**src/rtl/cmd_finish_pkg.sv**
```systemverilog
package cmd_finish_pkg;

  localparam int STAT_W = 12;

  localparam int B_CRC    = 0;
  localparam int B_INIT   = 2;
  localparam int B_PWR    = 3;
  localparam int B_DENERR = 4;
  localparam int B_DBL    = 5;
  localparam int B_DEL    = 6;
  localparam int B_RDY    = 7;
  localparam int B_SEL    = 8;
  localparam int B_WCO    = 10;
  localparam int B_NXM    = 11;

  localparam logic [STAT_W-1:0] ONE_BIT   = STAT_W'(1);
  localparam logic [STAT_W-1:0] ERR_MASK  = (ONE_BIT << B_CRC) | (ONE_BIT << B_PWR) |
                                            (ONE_BIT << B_DENERR) | (ONE_BIT << B_WCO) |
                                            (ONE_BIT << B_NXM);
  localparam logic [STAT_W-1:0] LIVE_MASK = (ONE_BIT << B_SEL) | (ONE_BIT << B_RDY) |
                                            (ONE_BIT << B_DBL);
  localparam logic [STAT_W-1:0] KEEP_MASK = (ONE_BIT << B_INIT);
  localparam logic [STAT_W-1:0] DEL_MASK  = (ONE_BIT << B_DEL);

  // strobes from control to datapath
  typedef struct packed {
    logic clrAll;
    logic clrSticky;
    logic setDeleted;
    logic complete;
  } ctlStrobes_t;

endpackage

```
**src/rtl/cmd_finish_ctrl.sv**
```systemverilog
module cmd_finish_ctrl
  import cmd_finish_pkg::*;
(
  input  logic        clk,
  input  logic        rst_n,
  input  logic        initPulse,
  input  logic        cmdStart,
  input  logic        startRw,
  input  logic        startDelWrite,
  input  logic        cmdEnd,
  input  logic        intEnable,
  input  logic        errHit,
  output ctlStrobes_t st,
  output logic        busy,
  output logic        doneBit,
  output logic        errBit,
  output logic        irq
);

  logic busyQ, doneQ, errQ, irqQ, ieQ;
  logic startOk, endOk, ieRise;
  logic irqNext;

  assign startOk = cmdStart && !busyQ && !initPulse;
  assign endOk   = cmdEnd && busyQ && !initPulse;
  assign ieRise  = intEnable && !ieQ;

  always_comb begin
    st            = '0;
    st.clrAll     = initPulse;
    st.clrSticky  = startOk && (startRw || startDelWrite);
    st.setDeleted = startOk && startDelWrite;
    st.complete   = endOk;
  end

  always_comb begin
    irqNext = irqQ;
    if (initPulse || startOk || !intEnable) irqNext = 1'b0;
    else if (endOk)                          irqNext = 1'b1;
    else if (ieRise && doneQ)                irqNext = 1'b1;
  end

  always_ff @(posedge clk or negedge rst_n) begin
    if (!rst_n) begin
      busyQ <= 1'b0;
      doneQ <= 1'b0;
      errQ  <= 1'b0;
      irqQ  <= 1'b0;
      ieQ   <= 1'b0;
    end else begin
      ieQ  <= intEnable;
      irqQ <= irqNext;
      if (initPulse) begin
        busyQ <= 1'b0;
        doneQ <= 1'b0;
        errQ  <= 1'b0;
      end else if (startOk) begin
        busyQ <= 1'b1;
        doneQ <= 1'b0;
        errQ  <= 1'b0;
      end else if (endOk) begin
        busyQ <= 1'b0;
        doneQ <= 1'b1;
        errQ  <= errHit;
      end
    end
  end

  assign busy    = busyQ;
  assign doneBit = doneQ;
  assign errBit  = errQ;
  assign irq     = irqQ;

  p_complete_idle_r1: assert property (@(posedge clk) disable iff (!rst_n)
    endOk |=> (!busyQ && doneQ));

  p_start_clears_r2: assert property (@(posedge clk) disable iff (!rst_n)
    startOk |=> (busyQ && !doneQ && !errQ && !irqQ));

  p_err_only_at_end_r5: assert property (@(posedge clk) disable iff (!rst_n)
    $rose(errQ) |-> $past(endOk));

  p_ie_low_drops_r9: assert property (@(posedge clk) disable iff (!rst_n)
    !intEnable |=> !irqQ);

  p_idle_end_ignored_r11: assert property (@(posedge clk) disable iff (!rst_n)
    (cmdEnd && !busyQ && !cmdStart && !initPulse) |=> $stable(doneQ));

endmodule

```
**src/rtl/cmd_finish_dp.sv**
```systemverilog
module cmd_finish_dp
  import cmd_finish_pkg::*;
#(
  parameter int NUM_DRIVES = 2,
  parameter int CODE_W     = 8,
  parameter int DATA_W     = 16,
  parameter int SEL_W      = 1
) (
  input  logic                  clk,
  input  logic                  rst_n,
  input  ctlStrobes_t           st,
  input  logic [STAT_W-1:0]     endFlags,
  input  logic [CODE_W-1:0]     endCode,
  input  logic [SEL_W-1:0]      driveSel,
  input  logic [NUM_DRIVES-1:0] driveAttached,
  input  logic [NUM_DRIVES-1:0] driveDouble,
  output logic                  errHit,
  output logic [STAT_W-1:0]     statusWord,
  output logic [CODE_W-1:0]     errCode,
  output logic [DATA_W-1:0]     dataReg
);

  logic [STAT_W-1:0]     statusQ, mergedStat, liveBits;
  logic [CODE_W-1:0]     codeQ;
  logic [DATA_W-1:0]     dataQ;
  logic [NUM_DRIVES-1:0] selHit;
  logic                  selAttached, selDouble;

  for (genvar g = 0; g < NUM_DRIVES; g++) begin : g_sel
    assign selHit[g] = (driveSel == SEL_W'(g));
  end

  assign selAttached = |(selHit & driveAttached);
  assign selDouble   = |(selHit & driveAttached & driveDouble);

  always_comb begin
    liveBits         = '0;
    liveBits[B_SEL]  = (driveSel == SEL_W'(1));
    liveBits[B_RDY]  = selAttached;
    liveBits[B_DBL]  = selDouble;
    mergedStat       = ((statusQ | endFlags) & ~LIVE_MASK) | liveBits;
    errHit           = (endCode != '0) || ((mergedStat & ERR_MASK) != '0);
  end

  always_ff @(posedge clk or negedge rst_n) begin
    if (!rst_n) begin
      statusQ <= '0;
      codeQ   <= '0;
      dataQ   <= '0;
    end else if (st.clrAll) begin
      statusQ <= '0;
      codeQ   <= '0;
      dataQ   <= '0;
    end else if (st.clrSticky) begin
      statusQ <= (statusQ & KEEP_MASK) | (st.setDeleted ? DEL_MASK : '0);
    end else if (st.complete) begin
      statusQ <= mergedStat;
      codeQ   <= endCode;
      dataQ   <= DATA_W'(mergedStat);
    end
  end

  assign statusWord = statusQ;
  assign errCode    = codeQ;
  assign dataReg    = dataQ;

  p_live_ready_r4: assert property (@(posedge clk) disable iff (!rst_n)
    st.complete |=> (statusQ[B_RDY] == $past(driveAttached[driveSel])));

  p_sticky_cleared_r6: assert property (@(posedge clk) disable iff (!rst_n)
    (st.clrSticky && !st.clrAll) |=> ((statusQ & ~(KEEP_MASK | DEL_MASK)) == '0));

  p_data_copy_r7: assert property (@(posedge clk) disable iff (!rst_n)
    (st.complete && !st.clrAll) |=> (dataQ == DATA_W'(statusQ)));

  p_init_clears_r10: assert property (@(posedge clk) disable iff (!rst_n)
    st.clrAll |=> (statusQ == '0 && codeQ == '0 && dataQ == '0));

endmodule

```
**src/rtl/cmd_finish_unit.sv**
```systemverilog
module cmd_finish_unit
  import cmd_finish_pkg::*;
#(
  parameter int NUM_DRIVES = 2,
  parameter int CODE_W     = 8,
  parameter int DATA_W     = 16,
  localparam int SEL_W     = (NUM_DRIVES > 1) ? $clog2(NUM_DRIVES) : 1
) (
  input  logic                  clk,
  input  logic                  rst_n,
  input  logic                  initPulse,
  input  logic                  cmdStart,
  input  logic                  startRw,
  input  logic                  startDelWrite,
  input  logic                  cmdEnd,
  input  logic [STAT_W-1:0]     endFlags,
  input  logic [CODE_W-1:0]     endCode,
  input  logic                  intEnable,
  input  logic [SEL_W-1:0]      driveSel,
  input  logic [NUM_DRIVES-1:0] driveAttached,
  input  logic [NUM_DRIVES-1:0] driveDouble,
  output logic                  busy,
  output logic                  doneBit,
  output logic                  errBit,
  output logic                  irq,
  output logic [STAT_W-1:0]     statusWord,
  output logic [CODE_W-1:0]     errCode,
  output logic [DATA_W-1:0]     dataReg
);

  ctlStrobes_t st;
  logic        errHit;

  cmd_finish_ctrl u_ctrl (
    .clk           (clk),
    .rst_n         (rst_n),
    .initPulse     (initPulse),
    .cmdStart      (cmdStart),
    .startRw       (startRw),
    .startDelWrite (startDelWrite),
    .cmdEnd        (cmdEnd),
    .intEnable     (intEnable),
    .errHit        (errHit),
    .st            (st),
    .busy          (busy),
    .doneBit       (doneBit),
    .errBit        (errBit),
    .irq           (irq)
  );

  cmd_finish_dp #(
    .NUM_DRIVES (NUM_DRIVES),
    .CODE_W     (CODE_W),
    .DATA_W     (DATA_W),
    .SEL_W      (SEL_W)
  ) u_dp (
    .clk           (clk),
    .rst_n         (rst_n),
    .st            (st),
    .endFlags      (endFlags),
    .endCode       (endCode),
    .driveSel      (driveSel),
    .driveAttached (driveAttached),
    .driveDouble   (driveDouble),
    .errHit        (errHit),
    .statusWord    (statusWord),
    .errCode       (errCode),
    .dataReg       (dataReg)
  );

endmodule

```
**config.mk**
```make
export PLATFORM = sky130hd
export DESIGN_NAME = cmd_finish_unit
export DESIGN_NICKNAME = d
export VERILOG_FILES = /design/src/rtl/cmd_finish_pkg.sv /design/src/rtl/cmd_finish_ctrl.sv /design/src/rtl/cmd_finish_dp.sv /design/src/rtl/cmd_finish_unit.sv
export SDC_FILE = /design/constraint.sdc
export NUM_CORES = 1
export LEC_CHECK = 0
export ABC_AREA = 1
export BUFFER_PORTS_ARGS = -buffer_cell sky130_fd_sc_hd__clkbuf_2
export CORE_MARGIN = 5
export CORE_UTILIZATION = 49
export DETAILED_ROUTE_END_ITERATION = 10
export PLACE_DENSITY = 0.84
export SLEW_MARGIN = 10
export SYNTH_ARGS = -nofsm -noshare
export SYNTH_HDL_FRONTEND = slang
export SYNTH_SLANG_ARGS = --single-unit
```
**constraint.sdc**
```tcl
create_clock -name clk -period 2.78 [get_ports clk]
set_clock_uncertainty 0.05 [all_clocks]
set_input_delay 0.278 -clock clk [delete_from_list [all_inputs] [get_ports clk]]
set_output_delay 0.278 -clock clk [all_outputs]
set_load 0.02 [all_outputs]
```
==> results of run 1 <==
## flip-flops by register name, summed over array words and instances, names as in the netlist
register         cells
u_dp.dataReg        12
u_dp.statusWord     12
u_dp.errCode         8
u_ctrl.busy          1
u_ctrl.doneBit       1
u_ctrl.errBit        1
u_ctrl.ieQ           1
u_ctrl.irq           1
## cells in the mapped netlist (all sizes together)
| master | instances |
|---|---|
| a22o | 4 |
| conb | 1 |
| inv | 10 |
| o21ai | 15 |
| o21a | 1 |
| dfrtp | 37 |
| nor3 | 1 |
| buf | 9 |
| nand3 | 18 |
| nand2 | 54 |
| nor2 | 16 |
## layout make-up
| type | instances | area share [%] |
|---|---|---|
| Timing Repair Buffer | 67 | 17.6 |
| Sequential cell | 37 | 47.6 |
| Multi-Input combinational cell | 113 | 27.1 |
| Tap cell | 44 | 2.83 |
| Clock inverter | 3 | 0.901 |
| Clock buffer | 5 | 1.93 |
| Inverter | 10 | 1.93 |
## layout by cell type (no fill, tap or decap)
| master | count |
|---|---|
| conb_1 | 4 |
| clkbuf_4 | 5 |
| nor2_4 | 2 |
| buf_4 | 1 |
| nor2_1 | 14 |
| o21ai_2 | 5 |
| dlygate4sd3_1 | 1 |
| nand2_2 | 1 |
| dfrtp_1 | 37 |
| o21ai_0 | 10 |
| o21a_1 | 1 |
| clkinvlp_4 | 1 |
| nand2_1 | 53 |
| nand3_1 | 18 |
| clkbuf_2 | 65 |
| inv_1 | 9 |
| inv_2 | 1 |
| a22o_1 | 4 |
| nor3_1 | 1 |
| clkinv_2 | 2 |
## worst paths after layout
kind,cells past startpoint,endpoint,from,slack [ns]
max in group asynchronous,1,u_dp.errCode[6],rst_n,2.12
worst min-delay path,1,u_dp.dataReg[10],rst_n,-0.007
worst min register to register,2,u_dp.dataReg[1],u_dp.dataReg[1],0.43
worst max-delay path,5,u_dp.statusWord[0],u_ctrl.busy,1.26
min in group clk,2,u_ctrl.busy,cmdStart,0.11
worst max register to register,5,u_dp.statusWord[0],u_ctrl.busy,1.26
## cells by family (layout without fill, tap and decap cells)
logic type	Yosys count	count (layout)	synth area share [%]
and+or+nand+nor	89	89	24.1
AOI/OAI and AO/OA	20	20	8.77
other	1	4	0.241
DFF	37	37	59.5
buffers and inverters	19	85	7.32
## stage by stage
| step | power, mW | area (um2) | hold WS [ns] |
|---|---|---|---|
| 2_1_floorplan | 0.672 | 1570 | -0.0676 |
| 3_3_place_gp | 0.730 | 1880 | 0.353 |
| 3_5_place_dp | 0.734 | 1880 | 0.354 |
| 4_1_cts | 1.01 | 1940 | 0.0117 |
| 5_1_grt | 1.05 | 1940 | 0.0541 |
| 6_report | 0.991 | 1940 | -0.00703 |
## metal layers
layer  global-route usage, %  wire, um  vias up
li1                        -         -      663
met1                    20.8      1510      609
met2                    28.5      1660       48
met3                    7.14       294        6
met4                    5.58        44        0
met5                       0         0        -
## report_power, final
group / internal, mW / switching (mW) / leakage (nW) / total [mW]
logic: 0.0483 / 0.0986 / 0.628 / 0.147
registers: 0.560 / 0.0149 / 0.505 / 0.575
clock network: 0.0953 / 0.173 / 0.0310 / 0.269
## timing repair
item                      in CTS  in global routing
hold buffers                   1                  0
hold endpoints to repair       1                  0
resized for setup              0                  0
==> results.py, run 1 <==
metrics = {
    "status": {
        "status": "finished with violations",
        "violations": "hold timing",
    },
    "timing": {
        "rsz0062_at_grt": "false",
        "worstMarginPinSlew_ns": 0.900,
        "final.min_clock_period_ns": 1.52,
        "finalMaxSlewViolations": 0,
        "fin_hold_ws_ns": -0.00703,
        "period_share_pct": 54.7,
        "setup_ws_ns": 1.26,
        "setup-tns-final_ns": 0,
        "setup_violations": 0,
        "finalHoldViolCount": 19,
        "fmax_ghz": 0.658,
        "slew_headroom_pct": 40.0,
    },
    "placement": {
        "dp_hpwl_mm": 2.58,
        "placed_cells": 270,
        "post-place-ws_ns": 1.25,
        "place_congestion": 0.700,
        "io_buffers": 65,
    },
    "global_routing": {
        "grt_usage_pct": 17.5,
        "grt_pass1_vias": 1302,
        "grt_pass1_wl_mm": 5.69,
        "grt_max_degree": 38,
        "grt_overflow": 0,
        "antenna_found_initial": 0,
    },
    "clock_tree": {
        "cts_setup_buffers": 0,
        "clkTransAtPathRegs_ns": 0.12,
        "cts_buffer_depth": 2,
        "numCtsBuffers": 5,
        "h-tree-depth": 2,
        "cts_sinks": 37,
        "cts_tree": "done",
        "insertion_delay_ns": 0.34,
        "cts-root-buf": "clkbuf_4",
    },
    "synth": {
        "synthCells": 166,
        "ys_warn_count": 0,
        "synth.avg_cell_area_um2": 9.37,
        "syn-cell-area_mm2": 0.00156,
        "yosysSeqAreaShare_pct": 59.5,
        "ys_ff_latch": 37,
        "ys_types": 17,
        "synth_top_cell_by_area": "dfrtp_1",
        "synthTopCellsByArea": "dfrtp_1 60%, nand2_1 13%, nand3_1 5.8%",
        "netlist.area_leader.share_pct": 59.5,
    },
    "routing": {
        "initialDrtViolationCount": 45,
        "drc": 0,
        "wire_per_inst_um": 12.6,
        "routed_wl_mm": 3.51,
        "ant_nets": 0,
        "first_pass_iters": 4,
        "via_count": 1326,
        "vias_per_cell": 4.75,
    },
    "final_layout": {
        "regArea_um2": 926,
        "nNetsFinal": 267,
        "fillCellCount": 292,
        "area_growth_syn_to_layout_pct": 24.9,
        "final_cells": 279,
        "multiInputGateArea_um2": 527,
        "antennaDiodeCount": 0,
        "utilization_pct": 63.6,
        "drive_gt1_share_pct": 35.3,
    },
    "power": {
        "max-vdd-ir-drop_mv": 0.273,
        "p_per_area_mw_per_mm2": 510,
        "p_leak_nw": 1.16,
    },
    "worst_setup_path": {
        "cp_max_fo": 34,
        "crit_path_max_incr_delay_ns": 0.56,
        "critPathBufInv": 1,
        "crit_slowest_cell": "nor2_4",
        "cp_cell_sequence": "nand2_2 -> inv_2 -> nor2_4 -> nand3_1 -> nand2_1",
        "cp_data_arrival_time_ns": 1.75,
        "crit_type": "register to register",
        "start_kind": "register",
        "critPathTopFamily": "simple AND/OR/NAND/NOR gates",
        "critical_path_required_ns": 3.01,
        "crit_path_end_kind": "register",
    },
    "worst_hold_path": {
        "hold_class": "input port to async pin",
    },
    "die": {
        "start_util_pct": 50.9,
        "dieArea_mm2": 0.00440,
        "row_count": 20,
        "die_w_um": 66.3,
        "ioPinCount": 73,
        "core_mm2": 0.00305,
        "die_h_um": 66.3,
    },
    "run": {
        "cap_violations": 0,
    },
}
(Power assumes the default switching activity.)
==> run 2: changes to the inputs <==
--- a/config.mk
+++ b/config.mk
@@ -5,12 +5,12 @@
 export SDC_FILE = /design/constraint.sdc
 export NUM_CORES = 1
 export LEC_CHECK = 0
-export ABC_AREA = 1
+export ABC_AREA = 0
 export BUFFER_PORTS_ARGS = -buffer_cell sky130_fd_sc_hd__clkbuf_2
 export CORE_MARGIN = 5
-export CORE_UTILIZATION = 49
+export CORE_UTILIZATION = 41
 export DETAILED_ROUTE_END_ITERATION = 10
-export PLACE_DENSITY = 0.84
+export PLACE_DENSITY = 0.75
 export SLEW_MARGIN = 10
 export SYNTH_ARGS = -nofsm -noshare
 export SYNTH_HDL_FRONTEND = slang
==> constraint.sdc (replaced) <==
create_clock -name clk -period 1.2 [get_ports clk]
set_clock_uncertainty 0.05 [all_clocks]
set_input_delay 0.12 -clock clk [delete_from_list [all_inputs] [get_ports clk]]
set_output_delay 0.12 -clock clk [all_outputs]
set_load 0.02 [all_outputs]
==> run 2 against run 1 <==
Against the previous run:
- the run ends with setup timing left
- non-clock buffer count up 20
- wire length up 4.1%
- global-route usage is 2.6 points lower
- combinational power rose to 2.8 times the previous value
- worst hold slack improved by 0.023 ns
- via count is 0.75% lower
- highest routed layer unchanged
- sequential share of layout area is 5.7 points lower
- register-to-register slack got worse by 1.3 ns
- design area rose by 14%
- die area rose by 13%
==> results.py, run 2 <==
metrics = {
    "status": {
        "status": "finished with violations",
        "violations": "setup timing",
    },
    "worst_hold_path": {
        "hold_class": "input port to register",
        "hold_start": "initPulse",
        "hold_path_end": "u_ctrl.doneBit",
        "min_path_cells": 2,
    },
    "synth": {
        "synthTopCellsByCount": "37 x dfrtp_1, 15 x nand2_1, 11 x a21oi_1",
        "synthCells": 133,
        "synth_edf_count": 0,
        "ys_types": 31,
        "synth_top_cell_by_area": "dfrtp_1",
        "synth_most_common_cell": "dfrtp_1",
        "synthFlopType": "dfrtp_1",
        "ys_warn_count": 0,
        "ys_ff_latch": 37,
        "syn-cell-area_mm2": 0.00151,
        "synth.avg_cell_area_um2": 11.3,
        "synthArstFlopShare_pct": 100,
        "yosysSeqAreaShare_pct": 61.4,
        "netlist.area_leader.share_pct": 61.4,
        "synthTopCellsByArea": "dfrtp_1 61%, a22o_1 5.8%, nand2_1 3.7%",
    },
    "power": {
        "max-vdd-ir-drop_mv": 0.670,
        "p_leak_nw": 1.21,
        "p_per_area_mw_per_mm2": 1150,
        "finalPower_mw": 2.54,
    },
    "global_routing": {
        "antenna_found_initial": 0,
        "grt_pass1_wl_mm": 5.99,
        "grt_overflow": 0,
        "grt_max_degree": 18,
        "grt_usage_pct": 14.8,
        "grt_pass1_vias": 1315,
    },
    "die": {
        "start_util_pct": 41.8,
        "dieArea_mm2": 0.00499,
        "die_w_um": 70.6,
        "ioPinCount": 73,
        "core_mm2": 0.00361,
        "row_count": 22,
        "die_h_um": 70.6,
    },
    "routing": {
        "initialDrtViolationCount": 40,
        "routed_wl_mm": 3.65,
        "via_count": 1316,
        "ant_nets": 0,
        "vias_per_cell": 4.87,
        "wire_per_inst_um": 13.5,
        "drc": 0,
        "first_pass_iters": 4,
    },
    "worst_setup_path": {
        "crit_path_max_incr_delay_ns": 0.44,
        "worst_r2r_path_depth": 3,
        "critical_path_required_ns": 1.31,
        "crit_type": "register to register",
        "cp_max_fo": 9,
        "crit_path_end_kind": "register",
        "critPathBufInv": 1,
        "cp_cell_sequence": "and3b_2 -> buf_6 -> a22o_1",
        "r2r_slack_ns": -0.08,
        "crit_slowest_cell": "dfrtp_2",
        "start_kind": "register",
        "r2r_end": "u_dp.errCode[5]",
        "cp_data_arrival_time_ns": 1.39,
        "r2r-start": "u_ctrl.busy",
        "critPathTopFamily": "flip-flops",
    },
    "final_layout": {
        "antennaDiodeCount": 0,
        "area_growth_syn_to_layout_pct": 46.6,
        "final_cells": 270,
        "multiInputGateArea_um2": 623,
        "regArea_um2": 928,
        "layout_common_cells": "64 x clkbuf_2, 35 x dfrtp_1, 17 x buf_4, 15 x nand2_1, 10 x a22o_1",
        "fillCellCount": 312,
        "drive_gt1_share_pct": 51.4,
        "utilization_pct": 61.3,
        "nNetsFinal": 254,
        "final_common_cell": "clkbuf_2",
    },
    "timing": {
        "setup_ws_ns": -0.0769,
        "finalMaxSlewViolations": 0,
        "fmax_ghz": 0.783,
        "fin_hold_ws_ns": 0.0164,
        "period_share_pct": 106,
        "final.min_clock_period_ns": 1.28,
        "finalHoldViolCount": 0,
        "setup_violations": 23,
        "rsz0062_at_grt": "true",
    },
    "clock_tree": {
        "cts_setup_buffers": 0,
        "cts_sinks": 37,
        "cts-root-buf": "clkbuf_8",
        "numCtsBuffers": 5,
        "cts_buffer_depth": 2,
        "h-tree-depth": 2,
        "cts_tree": "done",
        "insertion_delay_ns": 0.28,
        "clkTransAtPathRegs_ns": 0.07,
    },
    "placement": {
        "post-place-ws_ns": -0.113,
        "io_buffers": 65,
        "dp_hpwl_mm": 2.80,
        "placed_cells": 260,
        "place_congestion": 0.770,
    },
    "run": {
        "cap_violations": 0,
    },
}
==> run 2: worst reg2reg max path, stage by stage, from the launching register on <==
cell	delay (ns)
dfrtp_2	0.44
and3b_2	0.29
buf_6	0.17
a22o_1	0.21
==> run 2: area by class of cell <==
type | count | share of cell area (%)
multi-input cells | 89 | 28.2
repair buffers | 87 | 23.2
well taps | 48 | 2.72
inverters | 1 | 0.170
clock buffers | 6 | 3.28
flip-flops and latches | 37 | 42.0
clock inverters | 2 | 0.453
==> run 2: cells by family (layout without fill, tap and decap cells) <==
| family | count (synthesis) | after routing | synth area share [%] |
|---|---|---|---|
| AND/OR/NAND/NOR | 43 | 43 | 14.8 |
| buffers and inverters | 10 | 96 | 4.98 |
| flip-flops | 37 | 37 | 61.4 |
| other | 1 | 4 | 0.249 |
| multiplexers | 1 | 1 | 0.664 |
| AO/OA/AOI/OAI | 41 | 41 | 17.9 |
==> run 2: worst max path at each step <==
stage,startpoint,to,slack (ns),cells after the start
global route,u_ctrl.busy,u_dp.dataReg[3],-0.13,4
global placement,u_ctrl.busy,u_ctrl.irq,-0.09,4
detailed placement,u_ctrl.busy,u_ctrl.irq,-0.11,4
CTS,u_dp.statusWord[0],u_ctrl.errBit,-0.05,3
finish,u_ctrl.busy,u_dp.errCode[5],-0.08,3
floorplan,u_dp.statusWord[10],u_ctrl.errBit,-0.11,3
==> run 2: repair_timing <==
item,CTS,global route
gates resized for setup,9,14
hold endpoints to repair,16,0
endpoints found under the setup margin,28,35
pin swaps,4,5
hold buffers,2,0
==> run 2: layer usage <==
layer,part of all wire [%],GRT usage (%),up-vias
met5,0,0,-
li1,-,-,638
met1,44,20.0,634
met3,5.8,3.13,4
met2,49,23.6,40
met4,1.2,5.64,0
==> run 2: report_power, final <==
part | leakage [nW] | internal (mW) | switching (mW)
Sequential | 0.503 | 1.29 | 0.0318
Combinational | 0.665 | 0.177 | 0.236
Clock | 0.0450 | 0.402 | 0.403
==> run 2: through the flow <==
stage / area, um2 / TNS, ns
floorplan: 1550 / -1.17
global placement: 2010 / -1.36
detailed placement: 2010 / -1.52
CTS: 2160 / -0.712
global route: 2210 / -2.94
finish: 2210 / -0.843
